### src/rtl/lsplit_pkg.sv
package lsplit_pkg;

  // bus size codes; the encoding is visible on the bus
  typedef enum logic [1:0] {
    SZ_LONG = 2'b00,
    SZ_BYTE = 2'b01,
    SZ_WORD = 2'b10
  } bus_size_e;

  typedef enum logic {
    ST_IDLE = 1'b0,
    ST_RUN  = 1'b1
  } split_st_e;

endpackage

### src/rtl/lsplit_plan.sv
// Picks the largest naturally aligned piece that starts at the cursor
// offset and does not exceed the bytes still owed.
module lsplit_plan
  import lsplit_pkg::*;
#(
  parameter int LW = 2,
  parameter int CW = 3
) (
  input  logic [LW-1:0] lo,
  input  logic [CW-1:0] remain,
  output logic [1:0]    pc_size,
  output logic [CW-1:0] pc_bytes
);

  always_comb begin
    if (lo[1:0] == 2'b00 && remain >= CW'(4)) begin
      pc_size  = SZ_LONG;
      pc_bytes = CW'(4);
    end else if (!lo[0] && remain >= CW'(2)) begin
      pc_size  = SZ_WORD;
      pc_bytes = CW'(2);
    end else begin
      pc_size  = SZ_BYTE;
      pc_bytes = CW'(1);
    end
  end

endmodule

### src/rtl/lsplit_lanes.sv
// Big-endian lane steering: write bytes onto the addressed lanes and
// extract the addressed read lanes right-justified.
module lsplit_lanes #(
  parameter int DW    = 32,
  parameter int LANES = DW / 8,
  parameter int LW    = 2,
  parameter int CW    = 3
) (
  input  logic [LW-1:0] lo,
  input  logic [CW-1:0] pc_bytes,
  input  logic [DW-1:0] wsh,
  input  logic [DW-1:0] rbus,
  output logic [DW-1:0] wlanes,
  output logic [DW-1:0] rpart
);

  logic [LANES-1:0] lane_on;
  logic [DW-1:0]    mask;
  logic [7:0]       sh_w;
  logic [7:0]       sh_r;

  for (genvar g = 0; g < LANES; g++) begin : g_lane
    assign lane_on[g] = (g >= int'(lo)) && (g < int'(lo) + int'(pc_bytes));
    assign mask[DW-1-8*g -: 8] = {8{lane_on[g]}};
  end

  assign sh_w   = 8'({lo, 3'b000});
  assign sh_r   = 8'(8 * (LANES - int'(lo) - int'(pc_bytes)));
  assign wlanes = (wsh >> sh_w) & mask;
  assign rpart  = (rbus & mask) >> sh_r;

endmodule

### src/rtl/lsplit_ctrl.sv
// Sequencer: accepts a request, walks the cursor through the pieces,
// shifts write data out and read data in, and raises the pulses.
module lsplit_ctrl
  import lsplit_pkg::*;
#(
  parameter int AW    = 32,
  parameter int DW    = 32,
  parameter int LANES = DW / 8,
  parameter int CW    = 3
) (
  input  logic          clk,
  input  logic          rst_n,
  input  logic          req_valid,
  input  logic [AW-1:0] req_addr,
  input  logic [1:0]    req_size,
  input  logic          req_write,
  input  logic          req_ifetch,
  input  logic [DW-1:0] req_wdata,
  input  logic          bus_ack,
  input  logic [CW-1:0] pc_bytes,
  input  logic [DW-1:0] rpart,
  output logic          idle,
  output logic          run,
  output logic [AW-1:0] cur_addr,
  output logic [CW-1:0] remain,
  output logic [DW-1:0] wsh,
  output logic          wr,
  output logic          done,
  output logic          addr_err,
  output logic [DW-1:0] rdata
);

  split_st_e     st_q, st_n;
  logic [AW-1:0] addr_q, addr_n;
  logic [CW-1:0] rem_q, rem_n;
  logic [DW-1:0] wsh_q, wsh_n;
  logic [DW-1:0] rh_q, rh_n;
  logic          wr_q, wr_n;
  logic          done_q, done_n;
  logic          err_q, err_n;
  logic          ld_en;
  logic [CW-1:0] op_bytes;
  logic [7:0]    wsh_amt;
  logic [7:0]    step_amt;

  always_comb begin
    case (req_size)
      SZ_BYTE: op_bytes = CW'(1);
      SZ_WORD: op_bytes = CW'(2);
      default: op_bytes = CW'(4);
    endcase
  end

  assign wsh_amt  = 8'(8 * (LANES - int'(op_bytes)));
  assign step_amt = 8'(8 * int'(pc_bytes));

  // next state
  always_comb begin
    st_n   = st_q;
    addr_n = addr_q;
    rem_n  = rem_q;
    wsh_n  = wsh_q;
    rh_n   = rh_q;
    wr_n   = wr_q;
    done_n = 1'b0;
    err_n  = 1'b0;
    ld_en  = 1'b0;
    case (st_q)
      ST_IDLE: begin
        if (req_valid) begin
          ld_en = 1'b1;
          if (req_ifetch && req_addr[0]) begin
            err_n = 1'b1;
          end else begin
            st_n   = ST_RUN;
            addr_n = req_addr;
            rem_n  = op_bytes;
            wsh_n  = req_write ? (req_wdata << wsh_amt) : '0;
            rh_n   = '0;
            wr_n   = req_write;
          end
        end
      end
      ST_RUN: begin
        if (bus_ack) begin
          ld_en  = 1'b1;
          addr_n = addr_q + AW'(pc_bytes);
          rem_n  = rem_q - pc_bytes;
          wsh_n  = wsh_q << step_amt;
          if (!wr_q) rh_n = (rh_q << step_amt) | rpart;
          if (rem_q == pc_bytes) begin
            st_n   = ST_IDLE;
            done_n = 1'b1;
          end
        end
      end
      default: st_n = ST_IDLE;
    endcase
  end

  // registers
  always_ff @(posedge clk or negedge rst_n) begin
    if (!rst_n) begin
      st_q   <= ST_IDLE;
      addr_q <= '0;
      rem_q  <= '0;
      wsh_q  <= '0;
      rh_q   <= '0;
      wr_q   <= 1'b0;
      done_q <= 1'b0;
      err_q  <= 1'b0;
    end else begin
      done_q <= done_n;
      err_q  <= err_n;
      if (ld_en) begin
        st_q   <= st_n;
        addr_q <= addr_n;
        rem_q  <= rem_n;
        wsh_q  <= wsh_n;
        rh_q   <= rh_n;
        wr_q   <= wr_n;
      end
    end
  end

  assign idle     = (st_q == ST_IDLE);
  assign run      = (st_q == ST_RUN);
  assign cur_addr = addr_q;
  assign remain   = rem_q;
  assign wsh      = wsh_q;
  assign wr       = wr_q;
  assign done     = done_q;
  assign addr_err = err_q;
  assign rdata    = rh_q;

endmodule

### src/rtl/ldst_split.sv
module ldst_split
  import lsplit_pkg::*;
#(
  parameter int AW = 32,
  parameter int DW = 32
) (
  input  logic          clk,
  input  logic          rst_n,
  input  logic          req_valid,
  output logic          req_ready,
  input  logic [AW-1:0] req_addr,
  input  logic [1:0]    req_size,
  input  logic          req_write,
  input  logic          req_ifetch,
  input  logic [DW-1:0] req_wdata,
  output logic          done,
  output logic          addr_err,
  output logic [DW-1:0] rdata,
  output logic          bus_valid,
  output logic [AW-1:0] bus_addr,
  output logic [1:0]    bus_size,
  output logic          bus_write,
  output logic [DW-1:0] bus_wdata,
  input  logic          bus_ack,
  input  logic [DW-1:0] bus_rdata
);

  localparam int LANES = DW / 8;
  localparam int LW    = $clog2(LANES);
  localparam int CW    = $clog2(LANES + 1);

  // reset: asserted asynchronously, released on the clock
  logic rst_m_n, rst_q_n;
  always_ff @(posedge clk or negedge rst_n) begin
    if (!rst_n) begin
      rst_m_n <= 1'b0;
      rst_q_n <= 1'b0;
    end else begin
      rst_m_n <= 1'b1;
      rst_q_n <= rst_m_n;
    end
  end

  logic          idle, run, wr;
  logic [AW-1:0] cur_addr;
  logic [CW-1:0] remain, pc_bytes;
  logic [1:0]    pc_size;
  logic [DW-1:0] wsh, wlanes, rpart;

  lsplit_plan #(.LW(LW), .CW(CW)) u_plan (
    .lo       (cur_addr[LW-1:0]),
    .remain   (remain),
    .pc_size  (pc_size),
    .pc_bytes (pc_bytes)
  );

  lsplit_lanes #(.DW(DW), .LANES(LANES), .LW(LW), .CW(CW)) u_lanes (
    .lo       (cur_addr[LW-1:0]),
    .pc_bytes (pc_bytes),
    .wsh      (wsh),
    .rbus     (bus_rdata),
    .wlanes   (wlanes),
    .rpart    (rpart)
  );

  lsplit_ctrl #(.AW(AW), .DW(DW), .LANES(LANES), .CW(CW)) u_ctrl (
    .clk        (clk),
    .rst_n      (rst_q_n),
    .req_valid  (req_valid),
    .req_addr   (req_addr),
    .req_size   (req_size),
    .req_write  (req_write),
    .req_ifetch (req_ifetch),
    .req_wdata  (req_wdata),
    .bus_ack    (bus_ack),
    .pc_bytes   (pc_bytes),
    .rpart      (rpart),
    .idle       (idle),
    .run        (run),
    .cur_addr   (cur_addr),
    .remain     (remain),
    .wsh        (wsh),
    .wr         (wr),
    .done       (done),
    .addr_err   (addr_err),
    .rdata      (rdata)
  );

  assign req_ready = idle & rst_q_n;
  assign bus_valid = run;
  assign bus_addr  = cur_addr;
  assign bus_size  = pc_size;
  assign bus_write = wr;
  assign bus_wdata = wlanes;

endmodule

### config.mk
export PLATFORM = sky130hd
export DESIGN_NAME = ldst_split
export DESIGN_NICKNAME = d
export VERILOG_FILES = /design/src/rtl/lsplit_pkg.sv /design/src/rtl/lsplit_plan.sv /design/src/rtl/lsplit_lanes.sv /design/src/rtl/lsplit_ctrl.sv /design/src/rtl/ldst_split.sv
export SDC_FILE = /design/constraint.sdc
export NUM_CORES = 1
export LEC_CHECK = 0
export ABC_AREA = 1
export BUFFER_PORTS_ARGS = -buffer_cell sky130_fd_sc_hd__buf_2
export CORE_ASPECT_RATIO = 1.25
export CORE_MARGIN = 10
export CORE_UTILIZATION = 55
export DETAILED_ROUTE_END_ITERATION = 6
export PLACE_DENSITY_LB_ADDON = 0.15
export SLEW_MARGIN = 25
export SYNTH_ARGS = -nofsm -noshare
export SYNTH_HDL_FRONTEND = slang
export SYNTH_HIERARCHICAL = 1
export SYNTH_SLANG_ARGS = --single-unit
### constraint.sdc
create_clock -name clk -period 4.9 [get_ports clk]
set_clock_uncertainty 0.1 [all_clocks]
set_input_delay 0.98 -clock clk [delete_from_list [all_inputs] [get_ports clk]]
set_output_delay 0.98 -clock clk [all_outputs]
set_load 0.05 [all_outputs]
* Word level (Yosys, flattened, before mapping)
Index checks and enable logic that the tools add are counted.
** Storage, ports and cells
- Output and inout port bits :: 103
- Input bits :: 104
- Logic and storage cells :: 91
- Register bits after elaboration :: 105
** Cells by class
- Magnitude comparators :: 9
- Shifts and indexed selects :: 5
- Eq/ne operators :: 7
- $add $sub $neg :: 6
- Mux-type cells :: 37
- Reductions and logical operators :: 11
- Bitwise logic cells :: 6
** Operators with widths (count)
- $mux W32 :: 11
- $pmux W32 S2 :: 3
- $and A32 B32 Y32 :: 2
- $lt A3 B32 Y1 const A :: 2
- $shl A32 B6 Y32 :: 2
- $add A32 B3 Y32 :: 1
- $lt A1 B32 Y1 const A :: 1
- $lt A2 B32 Y1 const A :: 1
- $or A32 B32 Y32 :: 1
- $shl A32 B8 Y32 :: 1
- $shr A32 B5 Y32 :: 1
- $shr A32 B8 Y32 :: 1
- $mux W1 :: 12
- $mux W3 :: 4
- $pmux W3 S2 :: 2
- $ne A2 B2 Y1 const B :: 4
- $reduce_and A4 Y1 :: 2
- $logic_and A1 B1 Y1 :: 6
- $mux W2 :: 3
- $reduce_and A5 Y1 :: 1
- $sub A5 B4 Y5 :: 1
- $add A2 B3 Y4 :: 1
- $ge A1 B2 Y1 const A :: 2
- $pmux W1 S2 :: 2
- other kinds (13) :: 14

* Logic depth before layout (Yosys ltp)
- Depth in word-level cells :: 13
- Depth in mapped cells :: 19
- Mapped depth without buffers :: 18

* Hierarchy
The synthesis kept the hierarchy.
** By module, submodules not included
- lsplit_ctrl :: cells each 1012, instances 1, area an instance 6718.9 sq um, sequential area each 2577.5 sq um
- lsplit_lanes :: cells each 381, instances 1, area an instance 1824.2 sq um, sequential area each 0.0 sq um
- ldst_split :: cells each 5, instances 1, area an instance 61.3 sq um, sequential area each 50.0 sq um
- lsplit_plan :: cells each 7, instances 1, area an instance 43.8 sq um, sequential area each 0.0 sq um

* Worst setup path after synthesis
Ideal clock, no wire load.
- Path kind :: reg-to-output
- Start point :: register u_ctrl.addr_q[1] (netlist: u_ctrl/cur_addr[1])
- End point :: output bus_wdata[10]
- Setup slack :: 0.148 ns
- Path buffers :: 0
- Required time :: 3.820 ns
- Arrival :: 3.672 ns
- Cell stages (with the launch flop) :: 9
- Cell sequence :: dfrtp_1 nor2_2 nor2_2 inv_1 fa_1 or2_1 nand2_1 nand2_4 a311oi_1
** Between the ends
- Longest elaborated chain between the ends :: 7
- Elaborated cells on any way between the ends :: 9
- Classes of those cells :: add/sub (1); order compare (2); shift (1); mux (1); bitwise (1); reduce/logical (3)
** Ends and longest elaborated chain
- start: declaration :: line lsplit_ctrl.sv:34 : logic [AW-1:0] addr_q, addr_n;
- start signal: assignment :: line lsplit_ctrl.sv:117 : addr_q <= addr_n;
- $logic_not A2 Y1 :: line lsplit_plan.sv:16 : if (lo[1:0] == 2'b00 && remain >= CW'(4)) begin
- $logic_and A1 B1 Y1 :: line lsplit_plan.sv:16
- $mux W3 :: line lsplit_plan.sv:16
- via pc_bytes[2] :: line ldst_split.sv:46 : logic [CW-1:0] remain, pc_bytes;
- $add A2 B3 Y4 :: line lsplit_lanes.sv:23 : assign lane_on[g] = (g >= int'(lo)) && (g < int'(lo) + int'(pc_bytes));
- $lt A3 B32 Y1 :: line lsplit_lanes.sv:23
- $logic_and A1 B1 Y1 :: line lsplit_lanes.sv:23
- $and A32 B32 Y32 :: line lsplit_lanes.sv:29 : assign wlanes = (wsh >> sh_w) & mask;
- end: declaration :: line ldst_split.sv:23 : output logic [DW-1:0] bus_wdata,
The timed path passes the listed nets, and every way through them passes these cells.

* Worst setup path in the final report
- Start point :: register u_ctrl.rem_q[2] (netlist: u_ctrl/remain[2])
- End point :: output bus_wdata[31]
** Between the ends
- Longest elaborated chain between the ends :: 8
- Elaborated cells on any way between the ends :: 10
- Classes of those cells :: add/sub (1); order compare (3); mux (2); bitwise (1); reduce/logical (3)
** Ends and longest elaborated chain
- start: declaration :: line lsplit_ctrl.sv:35 : logic [CW-1:0] rem_q, rem_n;
- start signal: assignment :: line lsplit_ctrl.sv:118 : rem_q <= rem_n;
- $ge A3 B2 Y1 :: line lsplit_plan.sv:19 : end else if (!lo[0] && remain >= CW'(2)) begin
- $logic_and A1 B1 Y1 :: line lsplit_plan.sv:19
- $mux W2 :: line lsplit_plan.sv:19
- $mux W3 (*) :: line lsplit_plan.sv:16
- $add A2 B3 Y4 (*) :: line lsplit_lanes.sv:23
- $lt A1 B32 Y1 (*) :: line lsplit_lanes.sv:23
- $logic_and A1 B1 Y1 (*) :: line lsplit_lanes.sv:23
- $and A32 B32 Y32 (*) :: line lsplit_lanes.sv:29
Mark *: on every way between the ends. The rest lies on a longest branch, timed or not.

==> summary.txt <==
Clock tree
  • CTS Buf Count: 9
  • Hold Buf Count CTS: 0
  • CTS tree: yes
  • # Post-CTS Setup Buffers: 0
  • Clock slew at reported path FFs: 0.08 ns
  • Worst skew pair latency: 0.36 ns
  • CTS Sinks: 105
  • Post-CTS Resized: 0
  • CTS max path bufs: 2
  • Max H-tree Level: 3
  • Root Driver: clkbuf_16

Synthesis
  • Post-Syn Nets: 1529
  • Register area share after synthesis: 30.4%
  • Cell with the most instances after synthesis: nand2_1
  • Synthesis-stage register bit count: 105
  • Synth top area share: 30.4%
  • Post-synth EDFFs: 0
  • Ys flop type: dfrtp_1
  • Top cells by area, synth: dfrtp_1, nand2_1, nor2_1
  • Most common library cells after synthesis: nand2_1, nor2_1, inv_1
  • Fraction of registers with async set/reset: 100%
  • Synth unique cells: 44
  • Syn Area/Cell: 6.16 sq um
  • Yosys warns: 6
  • Synth Instances: 1405
  • Syn Std Cell Area: 8650 sq um
  • Post-synth top area cell: dfrtp_1

Floorplan
  • Die area: 21200 sq um
  • Placement Rows: 51
  • Die H: 160 um
  • Initial core utilization: 55.8%
  • Die W: 132 um
  • Core area: 15500 sq um
  • Number of I/O pins: 207

Global routing
  • Grt ovf: 0
  • Total GRT Usage: 27.5%
  • Vias in the first global route: 9230
  • Largest net degree at the start of global routing: 56
  • Antenna violations before repair: 1
  • Global-route wire length before repair: 48.2 mm

Setup path
  • R2R depth: 13
  • Worst endpoint required time: 3.82 ns
  • Data arrival time of the critical path: 3.60 ns
  • CP endpoint kind: output port
  • Kind of critical path: register to output port
  • Crit-path max FO: 22
  • CP startpoint kind: register

Drt
  • Vias/cell: 5.51
  • Vias post-DR: 9803
  • 1st-pass router iterations: 6
  • DRT iter0 DRCs: 1209
  • Wirelength per Cell: 16.8 um
  • Final WL: 29.9 mm
  • DRT antenna net count: 0
  • Number of remaining DRC errors: 0

Final layout
  • Layout cells sized above 1: 16.7%
  • Layout area overhead: 15.3%
  • Filler cell count: 1577
  • Final net count: 1685

STA
  • Setup TNS: 0 ns
  • Final setup fails: 0
  • Unrepaired setup endpoints after global routing: false
  • Final period util: 95.5%
  • Tmin final: 4.68 ns
  • Worst rel slew slack: 35.1%
  • Final hold vios: 0
  • Worst slew pin tran: 0.971 ns
  • Fmax: 0.214 GHz
  • Max-slew violation count: 0

Placement
  • I/O Buffers: 206
  • Post-detail-place hpwl: 22.6 mm
  • Global placement routability congestion: 0.927

Worst hold path
  • Worst hold path cell count: 0
  • Worst Hold Class: register to register

Status
  • Status: completed

Run
  • Max Cap Viol: 0
-- layer usage --
metal / routed length (um) / part of all wire [%] / up-vias / GRT usage, %
met2: 14100 / 47 / 398 / 43.9
li1: - / - / 4859 / -
met4: 1320 / 4.4 / 0 / 13.8
met1: 12500 / 42 / 4471 / 34.7
met3: 1990 / 6.6 / 75 / 5.43
met5: 0 / 0 / - / 0
-- placed cells by master (no fill, tap or decap), types with 2 or more instances in the layout --
cell type / Yosys / final
nand2_1: 417 / 417
nor2_1: 210 / 210
buf_2: 27 / 206
inv_1: 151 / 151
o21ai_0: 126 / 126
dfrtp_1: 105 / 103
nand3_1: 87 / 87
a21oi_1: 73 / 73
o22ai_1: 26 / 26
a31oi_1: 26 / 26
ha_1: 15 / 15
buf_4: 6 / 10
nand3b_1: 10 / 10
o211ai_1: 10 / 10
clkbuf_16: 0 / 9
inv_2: 8 / 8
mux2i_1: 8 / 8
a211oi_1: 8 / 8
nand4_1: 7 / 7
a221oi_1: 7 / 7
nor3_1: 5 / 5
fa_1: 5 / 5
nor2_2: 4 / 4
nand2_2: 3 / 3
clkinv_4: 0 / 2
xnor2_1: 2 / 2
nor2_4: 2 / 2
o21ai_4: 1 / 2
a21oi_2: 2 / 2
o21ai_1: 2 / 2
nand2_4: 2 / 2
-- state kept, by name, summed over array words and instances (netlist names), 3 cells and up --
name and cells:
u_ctrl/wsh 32, u_ctrl/cur_addr 32, u_ctrl/remain 3, u_ctrl/rdata 32
-- layout make-up --
type,count,area (sq um),area share [%]
Antenna cell,1,2.50,0.0251
Clock buffer,9,225,2.26
Clock inverter,7,66.3,0.665
Inverter,161,607,6.08
Multi-Input combinational cell,1068,5070,50.8
Sequential cell,105,2630,26.4
Tap cell,212,265,2.66
Timing Repair Buffer,216,1110,11.1
-- logic make-up (layout without fill, tap and decap cells) --
kind of cell / Yosys count / count (layout) / share of synthesized area, %
AO/OA/AOI/OAI: 286 / 286 / 18.8
XOR/XNOR: 2 / 2 / 0.203
adder cells (fa/ha/maj): 20 / 20 / 3.33
buffers and inverters: 232 / 393 / 11.1
flip-flops: 105 / 105 / 30.4
multiplexers: 8 / 8 / 0.926
other: 1 / 2 / 0.0434
AND/OR/NAND/NOR: 751 / 751 / 35.3
-- final timing paths --
kind                               startpoint               end  slack, ns
hold reg to reg                       rst_m_n           rst_q_n       0.26
max in group asynchronous             rst_q_n  u_ctrl/rdata[24]       3.25
setup / recovery             u_ctrl/remain[2]     bus_wdata[31]       0.22
min in group asynchronous               rst_n           rst_q_n       0.29
hold / removal                        rst_m_n           rst_q_n       0.26
setup reg to reg           u_ctrl/cur_addr[0]  u_ctrl/rdata[23]       0.85
-- worst max-delay path, cell delays in order (launching register included) --
cell and delay (ns):
dfrtp_1 0.44, o21ai_4 0.21, buf_4 0.29, ha_1 0.21, inv_1 0.05, fa_1 0.38
nand2_1 0.13, nand2_2 0.21, a21boi_4 0.46, nand2_1 0.35, nor2_1 0.21, buf_2 0.29
-- metrics by stage --
| stage | cell area [sq um] | utilization [%] | instances | setup WS [ns] | hold WS (ns) |
|---|---|---|---|---|---|
| global route | 9970 | 64.3 | 1779 | 0.000826 | 0.272 |
| floorplan | 8650 | - | 1405 | 0.148 | 0.231 |
| finish | 9970 | 64.3 | 1779 | 0.218 | 0.256 |
| global placement | 9680 | 62.4 | 1762 | 0.780 | 0.234 |
| detailed placement | 9680 | 62.4 | 1762 | 0.656 | 0.242 |
| CTS | 9970 | 64.3 | 1778 | 0.256 | 0.262 |
Power is not shown: default switching activity piles up to over one toggle a cycle in this logic, so the estimate is an artifact.
